`config.mk`:
```
export PLATFORM = sky130hd
export DESIGN_NAME = bern_vec_gen
export DESIGN_NICKNAME = d
export VERILOG_FILES = /design/src/rtl/bvg_pkg.sv /design/src/rtl/bvg_ctrl.sv /design/src/rtl/bvg_lane.sv /design/src/rtl/bvg_assemble.sv /design/src/rtl/bern_vec_gen.sv
export SDC_FILE = /design/constraint.sdc
export NUM_CORES = 2
export LEC_CHECK = 0
export ABC_AREA = 1
export BUFFER_PORTS_ARGS = -buffer_cell sky130_fd_sc_hd__buf_2
export CAP_MARGIN = 20
export CORE_AREA = 2 2 458 460
export DETAILED_ROUTE_END_ITERATION = 10
export DIE_AREA = 0 0 460 462
export GPL_ROUTABILITY_DRIVEN = 0
export PLACE_DENSITY_LB_ADDON = 0.25
export SYNTH_ARGS = -nofsm -noshare
export SYNTH_HDL_FRONTEND = slang
export SYNTH_SLANG_ARGS = --single-unit
```
`constraint.sdc`:
```
create_clock -name clk -period 102.5 [get_ports clk]
set_clock_uncertainty 0.1 [all_clocks]
set_input_delay 5.125 -clock clk [delete_from_list [all_inputs] [get_ports clk]]
set_output_delay 5.125 -clock clk [all_outputs]
set_load 0.01 [all_outputs]
```
`src/rtl/bvg_pkg.sv`:
```
package bvg_pkg;
  localparam int          WORD_W    = 32;
  localparam logic [31:0] ZERO_SUB  = 32'h2545F491;

  // one step of the 13/17/5 xorshift recurrence
  function automatic logic [WORD_W-1:0] xs_step(input logic [WORD_W-1:0] x);
    logic [WORD_W-1:0] t;
    t = x ^ (x << 13);
    t = t ^ (t >> 17);
    t = t ^ (t << 5);
    return t;
  endfunction

  // a zero state would lock the generator, swap in a fixed constant
  function automatic logic [WORD_W-1:0] fix_seed(input logic [WORD_W-1:0] s);
    return (s == '0) ? ZERO_SUB : s;
  endfunction
endpackage

```
`src/rtl/bvg_ctrl.sv`:
```
module bvg_ctrl
  import bvg_pkg::*;
#(
  parameter int FILL = 256
) (
  input  logic              clk,
  input  logic              rst_n,
  input  logic              start_i,
  input  logic [WORD_W-1:0] thresh_i,
  output logic              load_o,
  output logic              adv_o,
  output logic [((FILL > 1) ? $clog2(FILL) : 1)-1:0] cnt_o,
  output logic              busy_o,
  output logic [WORD_W-1:0] thr_o,
  output logic              done_o
);
  localparam int CW = (FILL > 1) ? $clog2(FILL) : 1;
  localparam logic [CW-1:0] LAST_IDX = CW'(FILL - 1);

  logic              busy_q, busy_d;
  logic [CW-1:0]     cnt_q, cnt_d;
  logic [WORD_W-1:0] thr_q, thr_d;
  logic              done_q, done_d;
  logic              load, last;

  always_comb begin
    load   = start_i && !busy_q;
    last   = busy_q && (cnt_q == LAST_IDX);
    busy_d = busy_q;
    cnt_d  = cnt_q;
    thr_d  = thr_q;
    done_d = last;
    if (load) begin
      busy_d = 1'b1;
      cnt_d  = '0;
      thr_d  = thresh_i;
    end else if (busy_q) begin
      cnt_d = last ? '0 : cnt_q + CW'(1);
      if (last) busy_d = 1'b0;
    end
  end

  always_ff @(posedge clk or negedge rst_n) begin
    if (!rst_n) begin
      busy_q <= 1'b0;
      cnt_q  <= '0;
      thr_q  <= '0;
      done_q <= 1'b0;
    end else begin
      busy_q <= busy_d;
      cnt_q  <= cnt_d;
      thr_q  <= thr_d;
      done_q <= done_d;
    end
  end

  assign load_o = load;
  assign adv_o  = busy_q;
  assign cnt_o  = cnt_q;
  assign busy_o = busy_q;
  assign thr_o  = thr_q;
  assign done_o = done_q;
endmodule

```
`src/rtl/bvg_lane.sv`:
```
module bvg_lane
  import bvg_pkg::*;
(
  input  logic              clk,
  input  logic              rst_n,
  input  logic              load_i,
  input  logic              adv_i,
  input  logic [WORD_W-1:0] seed_i,
  input  logic [WORD_W-1:0] thr_i,
  output logic              bit_o
);
  logic [WORD_W-1:0] st_q, st_d;

  always_comb begin
    st_d = st_q;
    if (load_i)     st_d = fix_seed(seed_i);
    else if (adv_i) st_d = xs_step(st_q);
  end

  always_ff @(posedge clk or negedge rst_n) begin
    if (!rst_n) st_q <= ZERO_SUB;
    else        st_q <= st_d;
  end

  // the current state is this cycle's uniform sample
  assign bit_o = (st_q < thr_i);
endmodule

```
`src/rtl/bvg_assemble.sv`:
```
module bvg_assemble #(
  parameter int VEC_W = 1024,
  parameter int LANES = 4,
  parameter int CW    = 8
) (
  input  logic             clk,
  input  logic             rst_n,
  input  logic             wr_en_i,
  input  logic [CW-1:0]    idx_i,
  input  logic [LANES-1:0] bits_i,
  output logic [VEC_W-1:0] vec_o
);
  logic [VEC_W-1:0] vec_q, vec_d;
  int unsigned base;

  always_comb begin
    vec_d = vec_q;
    base  = 32'(idx_i) * 32'(LANES);
    if (wr_en_i) vec_d[base +: LANES] = bits_i;
  end

  always_ff @(posedge clk or negedge rst_n) begin
    if (!rst_n) vec_q <= '0;
    else        vec_q <= vec_d;
  end

  assign vec_o = vec_q;
endmodule

```
`src/rtl/bern_vec_gen.sv`:
```
module bern_vec_gen
  import bvg_pkg::*;
#(
  parameter int VEC_W = 1024,
  parameter int LANES = 4   // must divide VEC_W
) (
  input  logic                    clk,
  input  logic                    rst_n,
  input  logic [WORD_W*LANES-1:0] seeds_i,
  input  logic [WORD_W-1:0]       thresh_i,
  input  logic                    start_i,
  output logic [VEC_W-1:0]        vec_o,
  output logic                    done_o
);
  localparam int FILL = VEC_W / LANES;
  localparam int CW   = (FILL > 1) ? $clog2(FILL) : 1;

  // asynchronous assert, clocked release
  logic [1:0] rsync_q;
  logic       rst_core_n;
  always_ff @(posedge clk or negedge rst_n) begin
    if (!rst_n) rsync_q <= 2'b00;
    else        rsync_q <= {rsync_q[0], 1'b1};
  end
  assign rst_core_n = rsync_q[1];

  logic              load_w, adv_w, busy_w;
  logic [CW-1:0]     cnt_w;
  logic [WORD_W-1:0] thr_w;
  logic [LANES-1:0]  bits_w;

  bvg_ctrl #(.FILL(FILL)) u_ctrl (
    .clk      (clk),
    .rst_n    (rst_core_n),
    .start_i  (start_i),
    .thresh_i (thresh_i),
    .load_o   (load_w),
    .adv_o    (adv_w),
    .cnt_o    (cnt_w),
    .busy_o   (busy_w),
    .thr_o    (thr_w),
    .done_o   (done_o)
  );

  for (genvar k = 0; k < LANES; k++) begin : g_lane
    bvg_lane u_lane (
      .clk    (clk),
      .rst_n  (rst_core_n),
      .load_i (load_w),
      .adv_i  (adv_w),
      .seed_i (seeds_i[k*WORD_W +: WORD_W]),
      .thr_i  (thr_w),
      .bit_o  (bits_w[k])
    );
  end

  bvg_assemble #(.VEC_W(VEC_W), .LANES(LANES), .CW(CW)) u_asm (
    .clk     (clk),
    .rst_n   (rst_core_n),
    .wr_en_i (adv_w),
    .idx_i   (cnt_w),
    .bits_i  (bits_w),
    .vec_o   (vec_o)
  );
endmodule

```
==> impl_metrics.yaml <==
timing:
  timing.fmax_ghz: 0.1385
  final_tns_setup_ns: 0
  finalMaxSlewViolations: 0
  timing.final.setup_violations: 0
  timing_worst_slew_pin_value_ns: 1.237
  fin_worst_hold_slack_ns: 0.2292
  relSlewSlack_pct: 17.25
  hold_viol: 0
  period_share_pct: 7.044
  grt_setup_unrepaired: "false"
  period_needed_ns: 7.220
power:
  netSwitchingPower_uw: 573.3
  pwr-share-comb_pct: 29.9
  power.density_cell_area_nw_per_um2: 23.48
  power_leakage_uw: 0.03624
  cellInternalPower_uw: 1063
  report.power.total_uw: 1636
  p_clk_share_pct: 31.6
  vdd.ir_drop.worst_mv: 0.01830
  sw_frac_of_total_pct: 35.05
  p_seq_share_pct: 38.4
worst_setup_path:
  required_ns: 103.10
  rr_endpoint: "u_asm.vec_o[986]"
  worst_r2r_path_depth: 18
  cp_cell_sequence: "buf_2, inv_1, nor2_4, buf_4, buf_4, o21ai_0, a21oi_1, nor2_1"
  crit-reg2reg-launch: "u_ctrl.cnt_o[0]"
  cp_max_stage_delay_ns: 0.82
  critical_path.most_common_cell: "buf_4"
  critPathKind: "input port to flip-flop"
  regToRegSetupSlack_ns: 96.72
  critical_path.max_fanout: 97
  setup.worst_path.start_class: "input port"
  worst-endpoint-arrival_ns: 7.82
  critPathCaptureType: "flip-flop"
  cpMaxStageDelayCell: "buf_4"
grt:
  global_route.overflow_total: 0
  grt_antenna_before_repair: 20
  first_global_vias: 51140
  grt_pass1_wl_um: 389000
  grt_start_max_net_pins: 172
  grtUsageTotal_pct: 25.46
die:
  effective_utilization_at_floorplan_pct: 26.74
  core_area_um2: 208100
  dieArea_um2: 212500
  die_width_um: 460
  rows: 168
  die_height_um: 462
  num_io_pins: 1188
clock_network:
  cts_htree_levels: 4
  cts_resized: 0
  cts.path.max_buffers: 3
  worstSkewPairLatency_ns: 0.81
  clock_tree.root_cell: "clkbuf_16"
  number_of_hold_repair_buffers_added_at_the_cts_stage: 0
  numCtsBuffers: 143
  cts_setup_buffers: 0
  cts_num_sinks: 1196
  cts.reportedPaths.clkPinSlew_ns: 0.06
  tritoncts: "done"
route:
  routed-via-count: 53420
  drc: 0
  routed_wire_per_std_cell_um: 26.58
  drt_first_pass_iters: 6
  route.final.wire_length_um: 280100
  detail_route.iter0.violations: 4851
  ratio_of_routed_vias_to_standard_cells: 5.070
  ant_nets: 0
hold_path:
  holdCritPathClass: "flip-flop to asynchronous set/reset pin"
layout:
  layout_common_cells: "nand2_1 (2,356), buf_2 (1,187), dfrtp_1 (1,139), nand4_1 (552), nand3_1 (381)"
  layout.cells.most_common: "nand2_1"
  drive_gt1_share_pct: 21.69
  area_growth_syn_to_layout_pct: 25.25
  layout.nets: 7980
  fillerInstances: 21870
  postLayoutCoreUtil_pct: 33.49
  finish.instance_area_um2: 69690
placed_design:
  post_placement_cell_area_um2: 64930
  portBuffers: 1187
  dp.final_hpwl_um: 204600
synth:
  yosys_register_bits: 1196
  unique_cell_type_count_in_the_yosys_netlist: 37
  synth.yosys.warnings: 0
  syn_area_per_cell_um2: 8.481
  number_of_standard_cells_after_synthesis: 6560
  post_synthesis_instance_area_um2: 55640
  seq_area_frac_synth_pct: 53.92
  postSynthNetCount: 6850
run:
  maxCapViolCount: 0
outcome:
  outcome: "finished, final reports clean"
-- synth_stat cells (all sizes together) --
library cell	count	area [um2]
o21ai	354	1772
a211oi	3	22.52
nor2	408	1617
o21a	9	67.56
inv	329	1235
nand4	552	3453
a21o	5	37.54
o2111ai	1	8.760
dfrtp	1140	28530
dfstp	56	1471
nand2	2359	8860
o211ai	49	367.9
o22ai	6	37.54
ha	127	1589
nand3	382	1917
a31oi	3	18.77
clkbuf	253	949.7
buf	51	226.5
o221ai	6	52.55
o31ai	21	157.7
a22oi	1	7.510
xor2	84	735.7
clkinv	1	3.750
conb	1	3.750
nor3	77	499.2
nor4	29	181.4
xnor2	145	1270
or2	6	37.54
a21oi	102	510.5
-- cell families (layout without fill, tap and decap cells) --
| family | after synthesis | in the layout | share of synthesized area, % |
|---|---|---|---|
| other | 1 | 12 | 0.006740 |
| adder cells (fa/ha/maj) | 127 | 127 | 2.856 |
| buffers and inverters | 634 | 1878 | 4.340 |
| XOR/XNOR | 229 | 229 | 3.605 |
| AND/OR/NAND/NOR | 3813 | 3813 | 29.77 |
| AO/OA/AOI/OAI | 560 | 560 | 5.501 |
| flip-flops | 1196 | 1196 | 53.92 |
-- worst max-delay path, delay by kind of cell --
kind            cells  cell delay [ns]
compound gates      2             0.43
buf+inv             4             1.93
simple gates        2             0.21
-- registers in the layout, indices dropped and copies added (netlist names) --
name                flops
g_lane.u_lane.st_q    128
u_ctrl.done_o           1
u_ctrl.adv_o            1
u_asm.vec_o          1024
u_ctrl.thr_o           32
u_ctrl.cnt_o            8
rsync_q                 2
-- stage by stage --
step	worst slack, ns	cells
finish	95.28	10540
global route	95.11	10530
CTS	95.38	10520
detailed placement	94.49	10260
global placement	94.52	10260
floorplan	66.69	6560
-- power by group through the flow --
stage	Clock (uW)	Sequential (uW)	Combinational, uW
after floorplan	0	631	325
after global placement	0	633	481
after detailed placement	0	634	489
after CTS	529	627	491
after global routing	547	634	549
final	517	629	490
-- routing by layer --
| metal | GRT usage, % | wire [um] | vias to the layer above |
|---|---|---|---|
| met5 | 0 | 72 | - |
| met4 | 13.22 | 16310 | 12 |
| met3 | 7.243 | 24460 | 557 |
| met2 | 40.17 | 126500 | 2422 |
| met1 | 31.62 | 112700 | 26300 |
| li1 | - | - | 24120 |
-- worst max path at each step --
| stage | startpoint | endpoint | slack, ns |
|---|---|---|---|
| 3_5_place_dp | start_i | g_lane[3].u_lane.st_q[30] | 94.49 |
| 6_report | start_i | g_lane[3].u_lane.st_q[30] | 95.28 |
| 2_1_floorplan | rsync_q[1] | g_lane[0].u_lane.st_q[11] | 66.69 |
| 3_3_place_gp | start_i | g_lane[1].u_lane.st_q[20] | 94.52 |
| 5_1_grt | start_i | g_lane[3].u_lane.st_q[30] | 95.11 |
| 4_1_cts | start_i | g_lane[3].u_lane.st_q[30] | 95.38 |
-- cell type report --
class | instances | area (um2) | area share, %
clock buffers | 220 | 4320 | 6.200
clock inverters | 39 | 382.9 | 0.5494
flip-flops and latches | 1196 | 30000 | 43.05
repair buffers | 1289 | 6817 | 9.782
diodes | 11 | 27.53 | 0.03950
well taps | 2720 | 3403 | 4.884
inverters | 330 | 1272 | 1.826
multi-input cells | 4730 | 23460 | 33.67
Note: power is estimated with default switching activity, not from simulation.
